**src/rtl/mem_align_pkg.sv**
```systemverilog
package mem_align_pkg;
  localparam int BYTE_W = 8;
  localparam int LANES  = 2;
  localparam int WORD_W = BYTE_W * LANES;

  typedef enum logic {
    SZ_BYTE = 1'b0,
    SZ_WORD = 1'b1
  } acc_size_e;
endpackage

```
**src/rtl/align_load_path.sv**
```systemverilog
module align_load_path
  import mem_align_pkg::*;
#(
  parameter int BW = BYTE_W
) (
  input  logic [2*BW-1:0] rdata,
  input  logic            lsb,
  input  acc_size_e       size,
  output logic [2*BW-1:0] result
);
  localparam int WW = 2 * BW;

  logic [BW-1:0] picked;
  logic [WW-1:0] extended;

  always_comb begin
    picked   = lsb ? rdata[WW-1:BW] : rdata[BW-1:0];
    extended = {{BW{picked[BW-1]}}, picked};
    result   = (size == SZ_WORD) ? rdata : extended;
  end
endmodule

```
**src/rtl/align_store_path.sv**
```systemverilog
module align_store_path
  import mem_align_pkg::*;
#(
  parameter int BW = BYTE_W,
  parameter int NL = LANES
) (
  input  logic [BW*NL-1:0] src,
  input  acc_size_e        size,
  output logic [BW*NL-1:0] wdata
);
  for (genvar g = 0; g < NL; g++) begin : g_lane
    assign wdata[g*BW +: BW] = (size == SZ_WORD) ? src[g*BW +: BW] : src[BW-1:0];
  end
endmodule

```
**src/rtl/align_lane_enable.sv**
```systemverilog
module align_lane_enable
  import mem_align_pkg::*;
#(
  parameter int NL = LANES
) (
  input  logic          en,
  input  logic          wr,
  input  logic          lsb,
  input  acc_size_e     size,
  output logic [NL-1:0] lane_we,
  output logic          bad_word
);
  logic active;
  assign active   = en & wr;
  assign bad_word = active & (size == SZ_WORD) & lsb;

  for (genvar g = 0; g < NL; g++) begin : g_we
    if (g == 0) begin : g_even
      assign lane_we[g] = active & ((size == SZ_WORD) ? ~lsb : ~lsb);
    end else begin : g_odd
      assign lane_we[g] = active & ((size == SZ_WORD) ? ~lsb : lsb);
    end
  end
endmodule

```
**src/rtl/mem_align_unit.sv**
```systemverilog
module mem_align_unit
  import mem_align_pkg::*;
(
  input  logic              clk,
  input  logic              rst,
  input  logic              mem_en,
  input  logic              wr_req,
  input  logic              size_word,
  input  logic              addr_lsb,
  input  logic [WORD_W-1:0] mem_rdata,
  input  logic [WORD_W-1:0] src_data,
  output logic [WORD_W-1:0] load_data,
  output logic [WORD_W-1:0] store_data,
  output logic              we_hi,
  output logic              we_lo,
  output logic              misalign_flag
);
  acc_size_e         size_q;
  logic [WORD_W-1:0] load_c;
  logic [WORD_W-1:0] store_c;
  logic [LANES-1:0]  we_c;
  logic              bad_c;

  assign size_q = size_word ? SZ_WORD : SZ_BYTE;

  align_load_path #(.BW(BYTE_W)) u_load (
    .rdata  (mem_rdata),
    .lsb    (addr_lsb),
    .size   (size_q),
    .result (load_c)
  );

  align_store_path #(.BW(BYTE_W), .NL(LANES)) u_store (
    .src   (src_data),
    .size  (size_q),
    .wdata (store_c)
  );

  align_lane_enable #(.NL(LANES)) u_we (
    .en       (mem_en),
    .wr       (wr_req),
    .lsb      (addr_lsb),
    .size     (size_q),
    .lane_we  (we_c),
    .bad_word (bad_c)
  );

  always_ff @(posedge clk) begin
    if (rst) begin
      load_data     <= '0;
      store_data    <= '0;
      we_hi         <= 1'b0;
      we_lo         <= 1'b0;
      misalign_flag <= 1'b0;
    end else begin
      load_data     <= load_c;
      store_data    <= store_c;
      we_hi         <= we_c[1];
      we_lo         <= we_c[0];
      misalign_flag <= misalign_flag | bad_c;
    end
  end
endmodule

```
**config.mk**
```make
export PLATFORM = sky130hd
export DESIGN_NAME = mem_align_unit
export DESIGN_NICKNAME = d
export VERILOG_FILES = /design/src/rtl/mem_align_pkg.sv /design/src/rtl/align_load_path.sv /design/src/rtl/align_store_path.sv /design/src/rtl/align_lane_enable.sv /design/src/rtl/mem_align_unit.sv
export SDC_FILE = /design/constraint.sdc
export NUM_CORES = 1
export LEC_CHECK = 0
export BUFFER_PORTS_ARGS = -buffer_cell sky130_fd_sc_hd__clkbuf_2
export CAP_MARGIN = 20
export CORE_MARGIN = 4
export CORE_UTILIZATION = 35
export CTS_BUF_LIST = sky130_fd_sc_hd__clkbuf_4
export CTS_CLUSTER_SIZE = 14
export DETAILED_ROUTE_END_ITERATION = 12
export PLACE_DENSITY = 0.76
export SETUP_SLACK_MARGIN = 0.4
export SLEW_MARGIN = 20
export SYNTH_ARGS = -nofsm -noshare
export SYNTH_HDL_FRONTEND = slang
export SYNTH_SLANG_ARGS = --single-unit
```
**constraint.sdc**
```tcl
create_clock -name clk -period 2.35 [get_ports clk]
set_input_delay 0.705 -clock clk [delete_from_list [all_inputs] [get_ports clk]]
set_output_delay 0.705 -clock clk [all_outputs]
set_load 0.01 [all_outputs]
```
# Word-level counts from Yosys, hierarchy flattened
# Cells that the tools add are included.
classes:
  n_bitwise: 7
  muxes: 5
ops:
  columns: ["operator", "n"]
  rows:
  - ["$mux W16", 1]
  - ["$mux W8", 2]
  - ["$and A1 B1 Y1", 5]
  - ["$mux W1", 2]
  - ["$not A1 Y1", 1]
  - ["$or A1 B1 Y1", 1]
word_totals:
  elab_cells: 17
  in_bits: 38
  ff_bits: 35
  output_inout_bits: 35

# Logic depth before layout (Yosys ltp)
logic_depth:
  ltp_word: 4
  depth_mapped: 5
  mapped_depth_nobuf: 3

# Cells and area by module
# Synthesis repeated with hierarchy kept, for this count alone.
unflattened:
  cells_unflattened: 124
  area_unflattened_um2: 1443.9
by_module_without_submodules:
  columns: ["module", "seq_area_each_um2", "area_each_um2", "cells_per_inst", "n_inst"]
  rows:
  - ["mem_align_unit", 700.7, 947.2, 73, 1]
  - ["align_load_path", 0.0, 277.8, 28, 1]
  - ["align_store_path", 0.0, 191.4, 17, 1]
  - ["align_lane_enable", 0.0, 27.5, 6, 1]

# Worst setup path before layout
# No wires, ideal clock.
synth_timing:
  kind: "in2reg"
  start: "input port addr_lsb"
  end: "register load_data[10]"
  path_buffers: 1
  setup_slack_ns: 0.901
  arrival_time_ns: 1.326
  cell_stages: 4
  required_ns: 2.227
  setup_time_ns: 0.123
  cell_sequence: "buf_6 mux2_4 o21bai_4 a21oi_1"
synth_between:
  elab_chain_len: 2
synth_rtl:
  columns: ["element", "line_no", "text"]
  rows:
  - ["start, declared", "mem_align_unit.sv:9", "input logic addr_lsb,"]
  - ["$mux W8", "align_load_path.sv:17", "picked = lsb ? rdata[WW-1:BW] : rdata[BW-1:0];"]
  - ["$mux W16", "align_load_path.sv:19", "result = (size == SZ_WORD) ? rdata : extended;"]
  - ["end signal, assigned", "mem_align_unit.sv:56", "load_data <= load_c;"]
  - ["end, declared", "mem_align_unit.sv:12", "output logic [WORD_W-1:0] load_data,"]
# No other way between the ends.
# A chain may end at the register's enable or synchronous reset.

# Worst setup path after layout
layout_timing:
  start: "register misalign_flag"
  end: "output port misalign_flag"
layout_rtl:
  columns: ["element", "line_no", "text"]
  rows:
  - ["start, declared", "mem_align_unit.sv:16", "output logic misalign_flag"]
  - ["start signal, assigned", "mem_align_unit.sv:60", "misalign_flag <= misalign_flag | bad_c;"]
# No word-level cell between the ends.

==> run metrics <==
peak per-stage delay on the critical path 350 ps; layout cells sized above 1 43.01%; # fillers a little over 300; post-synthesis xor/xnor area fraction less than 1%; Die H about 66 um; post-synthesis simple-gate area fraction 15.19%; gr ovfl total 0; reg-to-reg critical path startpoint misalign_flag; worst reg-to-reg path cell count 2; clock buffer count from CTS 5; Synth Warn # 0; type of the worst setup path reg -> out; WL met1 1071 um; routed vias 1012; crit start category flip-flop; Boundary Pins 73; Post-CTS Resized 0; FF+latch count, synth 35; Final TNS setup 0 ps; fin crit period about 1500 ps; antenna diode count 0; Area growth, synth to finish 39.14%; Final Max Tran Viols 0; initial antenna violation count 0; adder-cell share of the synthesized area 0%; Finished Cell Area approximately 1600 sq um; Tcrit/Tclk final 64.66%; syn_area_per_cell 9.831 sq um; Placement Rows 20; TritonRoute pass-1 iters 3; peak supply drop 380.5 uV; crit path max-delay cell type dfxtp_1; Worst-Margin Slew a little under 500 ps; reg-to-reg endpoint misalign_flag; core box area 3128 sq um; Worst path depth 1; IO Port Bufs 72; # Post-CTS Setup Buffers 0; hold_ws 507.0 ps; worst min path class reg -> reg; met2 routed WL about 1100 um; Clock Sinks 35; drt total wl between 2000 and 3000 um; Syn Std Cell Area 1170 sq um; Primary FF master, synth dfxtp_1; root buf cell clkbuf_4; sequential area share after synthesis 59.89%; main area contributors after synthesis dfxtp_1 60%, a21oi_1 6.8%, mux2i_1 6.8%; clk buf depth 2; CP Capture Type output port; critical path capture point misalign_flag; pin count of the biggest net entering global routing 17; Unique masters post-synth 17; PD cells 743.6 nW/um^2; initial DRC count 50; P_leak 0.8606 nW; flop2flop setup slack between 1500 and 2000 ps; status completed; FMAX roughly 0.66 GHz; Hold Fails Final Rpt 0; share of the synthesized area in the top cell type 59.89%; Synth Instances ~120; Die W between 60 and 70 um; Largest delay share family, worst path flip-flops; Post-synth ARST share 0%; Overall Global Routing Usage 14.06%; Starting Density roughly 37%; top sig layer met4; H-Tree Level Count 2; number of hold buffers added after CTS 0; first-pass GRT wire length 4540 um; number of global-route vias before repair 1049; Final #Nets 230; via-per-instance ratio 4.270; met3 wire len 509 um; max cap viols 0; GP Congestion 0.7869; Compound-Gate Fraction of Synth Area 9.626%; worst clock skew 0 ps; WP data arrival 810 ps; CP Cell Sequence clkbuf_2; area post-placement about 1600 sq um; cell taking the most area after synthesis dfxtp_1; Worst-Skew Late Latency 330 ps; Worst Path Max Fanout 2; relative slew slack 67.88%; clk slew on worst S/H paths ~100 ps; largest family of logic cells by synthesized area simple AND/OR/NAND/NOR gates; DIE AREA 4332 sq um; number of synthesized flops with an enable pin 0; syn_nets 157; CP startpoint misalign_flag; multiplexer share of the synthesized area under 10%; Buffers & Inverters on Critical Path 1; # DRC 0; CTS tree built; Final ANT Viol Nets 0; required time of the critical path 1640 ps; RSZ-0062 raised after global routing false; final setup vio count 0; Avg WL per Cell ~12 um
==> through the flow <==
| step | util, % | total power [mW] | worst slack (ps) | cells |
|---|---|---|---|---|
| 2_1_floorplan | - | 0.7376 | 900.5 | 119 |
| 3_3_place_gp | 49.60 | 0.8140 | 721.7 | 229 |
| 3_5_place_dp | 49.60 | 0.8162 | 696.1 | 229 |
| 4_1_cts | 52.04 | 1.230 | 801.6 | 237 |
| 5_1_grt | 52.04 | 1.279 | 762.5 | 237 |
| 6_report | 52.04 | 1.210 | 830.6 | 237 |
==> worst min-delay path by stage <==
stage | startpoint | to | slack, ps | cells past startpoint
2_1_floorplan | misalign_flag | misalign_flag | 510 | 2
3_3_place_gp | misalign_flag | misalign_flag | 480 | 2
3_5_place_dp | misalign_flag | misalign_flag | 480 | 2
4_1_cts | misalign_flag | misalign_flag | 510 | 2
5_1_grt | mem_rdata[0] | load_data[0] | 560 | 3
6_report | misalign_flag | misalign_flag | 510 | 2
==> placed cells by master (no fill, tap or decap), types with 2 or more instances in the layout <==
cell type	instances
nand2_1	18
dfxtp_1	35
a21oi_1	16
nor3_1	2
clkbuf_4	5
inv_1	7
mux2i_1	8
nor2b_1	9
nor2_1	10
buf_4	2
clkbuf_2	72
==> cell usage after synthesis (2+ instances only) <==
cell / n
nor3_1: 2
buf_2: 6
inv_1: 7
a21oi_1: 16
dfxtp_1: 35
nor2_1: 10
nor2b_1: 9
mux2i_1: 8
nand2_1: 18
==> area by class of cell <==
cell class,instances,area (sq um),share of cell area (%)
Clock buffer,5,37.54,2.306
Inverter,7,26.28,1.614
Multi-Input combinational cell,69,394.1,24.21
Tap cell,44,55.05,3.382
Clock inverter,3,38.79,2.383
Sequential cell,35,700.7,43.04
Timing Repair Buffer,74,375.4,23.06
==> power breakdown <==
part / switching [mW] / internal (mW) / total, mW
Clock: 0.192 / 0.219 / 0.411
Combinational: 0.0849 / 0.0755 / 0.160
Sequential: 0.00941 / 0.630 / 0.639
Total: 0.286 / 0.924 / 1.21
==> registers in the layout, summed over array words and instances (netlist names) <==
register and cells:
load_data 16, misalign_flag 1, store_data 16, we_hi 1, we_lo 1
==> cell families (layout without fill, tap and decap cells) <==
| family | count (synthesis) | count (layout) |
|---|---|---|
| mux | 9 | 9 |
| buf+inv | 15 | 89 |
| simple gates | 40 | 40 |
| compound gates | 19 | 19 |
| xor+xnor | 1 | 1 |
| flops | 35 | 35 |
==> per-layer routing <==
| layer | track usage (%) | vias to the layer above |
|---|---|---|
| met3 | 10.37 | 4 |
| met1 | 14.53 | 423 |
| met5 | 0 | - |
| li1 | - | 522 |
| met2 | 21.65 | 63 |
| met4 | 5.440 | 0 |
Power figures use the tool's default switching activity.
